$ cat src/rtl/fdma_pkg.sv
package fdma_pkg;

    typedef enum logic [1:0] {
        ST_IDLE,
        ST_MOVE,
        ST_HOLD,
        ST_TERM
    } fdma_state_e;

    localparam logic [1:0] IDX_ADDR  = 2'd0;
    localparam logic [1:0] IDX_SPARE = 2'd1;
    localparam logic [1:0] IDX_COUNT = 2'd2;
    localparam logic [1:0] IDX_CTRL  = 2'd3;

endpackage

$ cat src/rtl/fdma_regs.sv
module fdma_regs #(
    parameter int ADDR_W = 32,
    parameter int CNT_W  = 16,
    parameter int REG_W  = 32
) (
    input  logic             clk,
    input  logic             rst_n,
    input  logic             wr_en,
    input  logic [1:0]       idx,
    input  logic [REG_W-1:0] wr_data,
    input  logic             step,
    output logic [REG_W-1:0] rd_data,
    output logic [ADDR_W-1:0] cur_addr,
    output logic             cnt_zero,
    output logic             cnt_one
);
    import fdma_pkg::*;

    logic [ADDR_W-1:0] addr_q;
    logic [CNT_W-1:0]  cnt_q;
    logic [REG_W-1:0]  ctrl_q;

    always_ff @(posedge clk) begin
        if (!rst_n) begin
            addr_q <= '0;
            cnt_q  <= '0;
            ctrl_q <= '0;
        end else begin
            if (step) begin
                addr_q <= addr_q + 1'b1;
                cnt_q  <= cnt_q - 1'b1;
            end
            if (wr_en) begin
                unique case (idx)
                    IDX_ADDR:  addr_q <= ADDR_W'(wr_data);
                    IDX_COUNT: cnt_q  <= CNT_W'(wr_data);
                    IDX_CTRL:  ctrl_q <= wr_data;
                    default:   ;
                endcase
            end
        end
    end

    always_comb begin
        unique case (idx)
            IDX_ADDR:  rd_data = REG_W'(addr_q);
            IDX_COUNT: rd_data = REG_W'(cnt_q);
            IDX_CTRL:  rd_data = ctrl_q;
            default:   rd_data = '0;
        endcase
    end

    assign cur_addr = addr_q;
    assign cnt_zero = (cnt_q == '0);
    assign cnt_one  = (cnt_q == CNT_W'(1));

    AST_STEP_DECREMENTS: assert property (@(posedge clk) disable iff (!rst_n)
        (step && !wr_en) |=> (cnt_q == $past(cnt_q) - 1'b1));
    AST_STEP_ADVANCES: assert property (@(posedge clk) disable iff (!rst_n)
        (step && !wr_en) |=> (addr_q == $past(addr_q) + 1'b1));
    AST_NO_STEP_WHEN_EMPTY: assert property (@(posedge clk) disable iff (!rst_n)
        step |-> !cnt_zero);
    AST_IDLE_HOLDS_COUNT: assert property (@(posedge clk) disable iff (!rst_n)
        (!step && !wr_en) |=> $stable(cnt_q));

endmodule

$ cat src/rtl/fdma_fsm.sv
module fdma_fsm (
    input  logic clk,
    input  logic rst_n,
    input  logic drq,
    input  logic cnt_zero,
    input  logic cnt_one,
    output logic xfer,
    output logic tc,
    output logic busy
);
    import fdma_pkg::*;

    fdma_state_e state_q, state_d;
    logic        drq_q;
    logic        active_q;
    logic        drq_rise;

    assign drq_rise = drq && !drq_q;

    always_ff @(posedge clk) begin
        if (!rst_n) begin
            state_q  <= ST_IDLE;
            drq_q    <= 1'b0;
            active_q <= 1'b0;
        end else begin
            state_q <= state_d;
            drq_q   <= drq;
            if (state_d == ST_IDLE)
                active_q <= 1'b0;
            else if (xfer)
                active_q <= 1'b1;
        end
    end

    always_comb begin
        state_d = state_q;
        unique case (state_q)
            ST_IDLE: if (drq_rise && !cnt_zero) state_d = ST_MOVE;
            ST_MOVE: begin
                if (cnt_zero)     state_d = ST_IDLE;
                else if (!drq)    state_d = ST_HOLD;
                else if (cnt_one) state_d = ST_TERM;
            end
            ST_HOLD: begin
                if (cnt_zero)      state_d = ST_IDLE;
                else if (drq_rise) state_d = ST_MOVE;
            end
            ST_TERM: state_d = ST_IDLE;
            default: state_d = ST_IDLE;
        endcase
    end

    always_comb begin
        xfer = (state_q == ST_MOVE) && drq && !cnt_zero;
        tc   = (state_q == ST_TERM);
        busy = active_q;
    end

    AST_TC_SINGLE_CYCLE: assert property (@(posedge clk) disable iff (!rst_n)
        tc |=> !tc);
    AST_TC_AFTER_LAST: assert property (@(posedge clk) disable iff (!rst_n)
        tc |-> ($past(xfer) && cnt_zero));
    AST_BUSY_DROPS_AFTER_TC: assert property (@(posedge clk) disable iff (!rst_n)
        tc |=> !busy);
    AST_BUSY_IN_TC: assert property (@(posedge clk) disable iff (!rst_n)
        tc |-> busy);

endmodule

$ cat src/rtl/fdma_channel.sv
module fdma_channel #(
    parameter int ADDR_W = 32,
    parameter int CNT_W  = 16,
    parameter int REG_W  = 32,
    parameter int BYTE_W = 8
) (
    input  logic              clk,
    input  logic              rst_n,
    input  logic              reg_we,
    input  logic [1:0]        reg_idx,
    input  logic [REG_W-1:0]  reg_wdata,
    output logic [REG_W-1:0]  reg_rdata,
    input  logic              drq,
    output logic              periph_rd,
    input  logic [BYTE_W-1:0] periph_data,
    output logic              mem_we,
    output logic [ADDR_W-1:0] mem_addr,
    output logic [BYTE_W-1:0] mem_wdata,
    output logic              tc,
    output logic              busy
);

    logic xfer;
    logic cnt_zero;
    logic cnt_one;

    fdma_regs #(
        .ADDR_W (ADDR_W),
        .CNT_W  (CNT_W),
        .REG_W  (REG_W)
    ) u_regs (
        .clk      (clk),
        .rst_n    (rst_n),
        .wr_en    (reg_we),
        .idx      (reg_idx),
        .wr_data  (reg_wdata),
        .step     (xfer),
        .rd_data  (reg_rdata),
        .cur_addr (mem_addr),
        .cnt_zero (cnt_zero),
        .cnt_one  (cnt_one)
    );

    fdma_fsm u_fsm (
        .clk      (clk),
        .rst_n    (rst_n),
        .drq      (drq),
        .cnt_zero (cnt_zero),
        .cnt_one  (cnt_one),
        .xfer     (xfer),
        .tc       (tc),
        .busy     (busy)
    );

    assign periph_rd = xfer;
    assign mem_we    = xfer;
    assign mem_wdata = periph_data;

    AST_NO_MOVE_WITHOUT_DRQ: assert property (@(posedge clk) disable iff (!rst_n)
        mem_we |-> drq);
    AST_NO_MOVE_IN_TC: assert property (@(posedge clk) disable iff (!rst_n)
        tc |-> !periph_rd);

endmodule

$ cat config.mk
export PLATFORM = sky130hd
export DESIGN_NAME = fdma_channel
export DESIGN_NICKNAME = d
export VERILOG_FILES = /design/src/rtl/fdma_pkg.sv /design/src/rtl/fdma_regs.sv /design/src/rtl/fdma_fsm.sv /design/src/rtl/fdma_channel.sv
export SDC_FILE = /design/constraint.sdc
export NUM_CORES = 1
export LEC_CHECK = 0
export BUFFER_PORTS_ARGS = -buffer_cell sky130_fd_sc_hd__clkbuf_2
export CAP_MARGIN = 20
export CORE_ASPECT_RATIO = 0.5
export CORE_MARGIN = 4
export CORE_UTILIZATION = 45
export CTS_BUF_LIST = sky130_fd_sc_hd__clkbuf_8
export DETAILED_ROUTE_END_ITERATION = 7
export PLACE_DENSITY = 0.77
export SKIP_LAST_GASP = 1
export SLEW_MARGIN = 20
export SYNTH_ARGS = -nofsm -noshare
export SYNTH_HDL_FRONTEND = slang
export SYNTH_SLANG_ARGS = --single-unit
$ cat constraint.sdc
create_clock -name clk -period 2.15 [get_ports clk]
set_input_delay 0.1075 -clock clk [delete_from_list [all_inputs] [get_ports clk]]
set_output_delay 0.1075 -clock clk [all_outputs]
set_load 0.01 [all_outputs]
Word level (Yosys, flattened, before mapping)
Index checks and enable logic that the tools add are counted.
Operators by class
  add/sub/neg operators: 2
  eq/ne operators: 6
  multiplexer cells: 14
  bitwise logic cells: 1
  reductions and logical operators: 12
Operators with widths (count)
  two-way mux 32 bit: 3
  case mux 32 bit (3 select lines): 1
  two-way mux 16 bit: 3
  adder 32 x 1 -> 32 bit (second input constant): 1
  == test 16 x 1 -> 1 bit (second input constant): 1
  zero test 16 bit: 1
  subtractor 16 x 1 -> 16 bit (second input constant): 1
  two-way mux 2 bit: 6
  == test 2 bit (second input constant): 4
  case mux 2 bit (4 select lines): 1
  zero test 2 bit: 3
  logical AND 1 bit: 4
  == test 2 x 1 -> 1 bit (second input constant): 1
  zero test 1 bit: 2
  AND reduction 2 bit: 1
  OR reduction 2 bit: 1
  NOT 1 bit: 1
Storage, ports and cells
  flip-flop bits (word level): 84
  input port bits: 46
  output and inout port bits: 76

Longest topological paths before layout
  word-level depth: 7
  depth in mapped cells: 9

Cells and area by module
A second synthesis with hierarchy kept.
Second synthesis, totals
  cells, all modules: 571
  area, all modules: 4634.4 µm²
Modules (own cells, without submodules)
  fdma_regs: instances 1, cells an instance 547, area an instance 4383.0 µm²
  fdma_fsm: instances 1, cells an instance 15, area an instance 183.9 µm²
  fdma_channel: instances 1, cells an instance 9, area an instance 67.6 µm²

Least setup slack after synthesis
OpenSTA, ideal clock, no wires.
  path type: reg2reg
  start point: reg u_regs.cnt_q[0]
  end point: reg u_regs.addr_q[30], in the netlist u_regs.cur_addr[30]
  setup time: 125 ps
  data arrival time: 1791 ps
  data required time: 2025 ps
  path slack: 233 ps
  stages on the path, launching flop included: 10
  path buffers: 2
  period minus slack after synthesis: 1917 ps
  cells stage by stage: dfxtp_1 > inv_1 > ha_1 > nor4b_4 > and4_1 > buf_6 > buf_12 > nor4_1 > and3_1 > nor3_2
On the way
  longest elaborated chain between the ends: 6
RTL lines
  from (decl): RTL line fdma_regs.sv:20  | logic [CNT_W-1:0] cnt_q;
  from (signal assigned): RTL line fdma_regs.sv:31  | cnt_q <= cnt_q - 1'b1;
  from (signal assigned): RTL line fdma_regs.sv:36  | IDX_COUNT: cnt_q <= CNT_W'(wr_data);
  zero test 16 bit *: RTL line fdma_regs.sv:54  | assign cnt_zero = (cnt_q == '0);
  zero test 1 bit *: RTL line fdma_fsm.sv:54  | xfer = (state_q == ST_MOVE) && drq && !cnt_zero;
  logical AND 1 bit *: RTL line fdma_fsm.sv:54
  two-way mux 32 bit *: RTL line fdma_regs.sv:29  | if (step) begin
  two-way mux 32 bit: RTL line fdma_regs.sv:34  | unique case (idx)
  two-way mux 32 bit *: RTL line fdma_regs.sv:33  | if (wr_en) begin
  to (signal assigned): RTL line fdma_regs.sv:30  | addr_q <= addr_q + 1'b1;
  to (signal assigned): RTL line fdma_regs.sv:35  | IDX_ADDR: addr_q <= ADDR_W'(wr_data);
  to (decl): RTL line fdma_regs.sv:19  | logic [ADDR_W-1:0] addr_q;
Every way passes the cells marked *; elsewhere a longest branch is shown, timed or not.
A chain may end at the register's enable or synchronous reset.

Worst setup path in the final report
  start point: reg u_regs.cnt_q[1]
  end point: out mem_we
On the way
  longest elaborated chain between the ends: 3
RTL lines
  zero test 16 bit: RTL line fdma_regs.sv:54
  zero test 1 bit: RTL line fdma_fsm.sv:54
  logical AND 1 bit: RTL line fdma_fsm.sv:54
  to (decl): RTL line fdma_channel.sv:16  | output logic mem_we,
No other way between the ends.

==> reports/qor.txt <==
total power: 3891 uW
Layout area overhead: 26.69%
RR Startpoint: u_fsm.state_q[0]$_SDFF_PN0_
Final Cell Area: 0.006052 mm^2
Yosys cell types: 52
violation count after the first detailed-route iteration: 567
DRC Markers: 0
Initial Util: 46.47%
outcome: finished clean
Chip Width: 153.7 um
Setup crit end: mem_we
CP required: 2.04 ns
largest net degree at the start of global routing: 43
gr ovfl total: 0
Fillers: 927
Nets: 760
clk_lat worst skew: 0.38 ns
clock tree sinks: 84
crit path launch: u_regs.cnt_q[1]$_SDFF_PN0_
#FFs+latches synth: 84
Syn Inst Count: 586
number of global-route vias before repair: 4653
Final ANT Viol Nets: 0
top cell type's share of synthesized area: 35.20%
ANT cells: 0
count of input and output buffers: 105
core area: 0.01028 mm^2
setup violators final: 0
Setup crit start kind: flop
setup TNS: 0 ns
Worst Reg2Reg Path Length in Cells: 5
r2r setup slk: 0.17 ns
Critical Path Fanout Max: 13
minimum clock period: 2.032 ns
Synth Warn #: 0
Cell Area, Placed: 0.005451 mm^2
Synth area leaders: dfxtp_1 35%, a21oi_1 7.0%, nand2_1 6.8%, a22o_1 5.9%, o21ai_0 5.1%
cts bufs inserted: 9
H-tree lvl count: 3
DIE AREA: 0.01243 mm^2
cell taking the most area after synthesis: dfxtp_1
maxcap violations: 0
Max clock buf depth: 2
final hold violations: 0
WL per Instance: 18.02 um
1st-pass router iterations: 5
IO Count: 122
normalized max-slew margin: 65.15%
Max Slew Vio Count: 0
TritonCTS clock tree: yes
hold path cells: 3
cell row count: 26
clk_skew: 0.01202 ns
Final Util: 58.87%
first-pass GRT wire length: 24500 um
Total GRT Usage: 24.37%
RD Place Congestion: 0.9146
fin crit share: 94.49%
R2R Path End: u_regs.cur_addr[27]$_SDFF_PN0_
most frequent cells in the layout: 105 x clkbuf_2, 86 x nand2_1, 83 x dfxtp_1
initial antenna violation count: 0
clock root cell: clkbuf_8
Reg area: 0.001683 mm^2
worst hold path type: in2reg
most common cell after layout, fill and taps aside: clkbuf_2
Post-Syn Nets: 635
Place WS: 0.1358 ns
Pwr Density: 642.9 mW/mm^2
Slew @ Worst Pin: 0.5227 ns
RSZ-0062 raised after global routing: false
share of cells above drive strength 1: 26.96%
Die H: 80.86 um
syn_area_per_cell: 8.152 um^2
final wirelength: 15430 um
Detailed Place HPWL: 10330 um
Worst-path clk slew: 0.10 ns
WP data arrival: 1.92 ns
fmax: 0.4922 GHz
leak pwr: 0.002391 uW
fin worst setup slack: 0.1185 ns
peak supply drop: 388.7 uV
critical path endpoint category: output pin
Mapped Area: 0.004777 mm^2
Multi-input gate area: 0.002833 mm^2
WS Path Type: reg2out
post-synthesis sequential area ratio: 35.20%
vias: 5156
vias per cell: 6.023
-- what timing repair did --
| item | 4_1_cts | 5_1_grt |
|---|---|---|
| pin swaps | 2 | 1 |
| resized for setup | 0 | 6 |
| buffers inserted | 2 | 1 |
| endpoints found under the setup margin | 2 | 7 |
| endpoints found under the hold margin | 32 | 0 |
| hold buffers | 31 | 0 |
| cloned | 0 | 1 |
-- cells in the mapped netlist, drive strengths merged --
cell type and number:
a211oi 12, buf 16, dfxtp 84, mux2i 2, and4bb 1, a211o 1
a22oi 1, nor3 25, and2 3, nor4b 3, o22ai 1, nand3b 2
and3 19, nand2 86, clkbuf 39, inv 3, a21oi 67, a22o 32
nand4b 1, nand3 19, o21ai 50, mux2 14, nor3b 3, nor4 20
xor2 12, a221oi 1, a31oi 2, nor2 13, xnor2 18, ha 3
and3b 1, nand4 17, nand2b 2, and4 11, or4 2
-- logic make-up (layout without fill, tap and decap cells) --
logic type	Yosys count	after routing	synth area share [%]
AOI/OAI and AO/OA	167	167	20.93
xor gates and xnor gates	30	30	5.500
adders and majority gates	3	3	0.7858
buffers and inverters	58	188	6.024
DFF	84	84	35.20
muxes	16	16	3.719
and+or+nand+nor	228	228	27.84
-- cell type report --
class                   count  area share (%)
flip-flops and latches     84           27.81
multi-input cells         444           46.81
repair buffers            169           18.61
well taps                 140           2.894
clock buffers               9           2.047
inverters                   3          0.1861
clock inverters             7           1.654
-- critical path: stages (launching register included) --
cell      delay (ns)
dfxtp_1         0.33
inv_1           0.12
ha_2            0.21
nor4b_4         0.21
and4_4          0.31
buf_12          0.15
nor2_4          0.06
clkbuf_2        0.13
-- metrics by stage --
step / hold slack [ns] / std cells
global route: 0.03196 / 856
global placement: 0.2151 / 805
CTS: 0.001374 / 854
finish: 0.01617 / 856
floorplan: 0.2292 / 586
detailed placement: 0.2151 / 805
-- worst min path at each step --
| stage | slack, ns | to | start |
|---|---|---|---|
| after global routing | 0.03 | u_regs.ctrl_q[7]$_SDFFE_PN0P_ | reg_wdata[7] |
| after global placement | 0.22 | mem_wdata[1] | periph_data[1] |
| after CTS | 0.001 | u_regs.ctrl_q[7]$_SDFFE_PN0P_ | reg_wdata[7] |
| after floorplan | 0.23 | u_fsm.drq_q$_SDFF_PN0_ | drq |
| final | 0.02 | u_regs.ctrl_q[7]$_SDFFE_PN0P_ | reg_wdata[7] |
| after detailed placement | 0.22 | mem_wdata[1] | periph_data[1] |
-- metal layers --
layer	GRT usage (%)	part of all wire [%]	vias to the layer above
met5	0	0	-
met4	8.282	2.1	0
met3	5.269	8.6	48
met2	38.78	46	292
met1	33.21	43	2420
li1	-	-	2396
-- where the power goes --
part           total, uW  switching [uW]  internal [uW]
registers           1750             111           1640
logic                845             469            376
clock network       1300             638            660
total               3890            1220           2670
-- flip-flops by register name, summed over array words and instances, names as in the netlist --
name             count
u_fsm.busy           1
u_fsm.state_q        2
u_regs.cur_addr     32
u_regs.cnt_q        16
u_regs.ctrl_q       32
u_fsm.drq_q          1
Note: power is estimated with default switching activity, not from simulation.
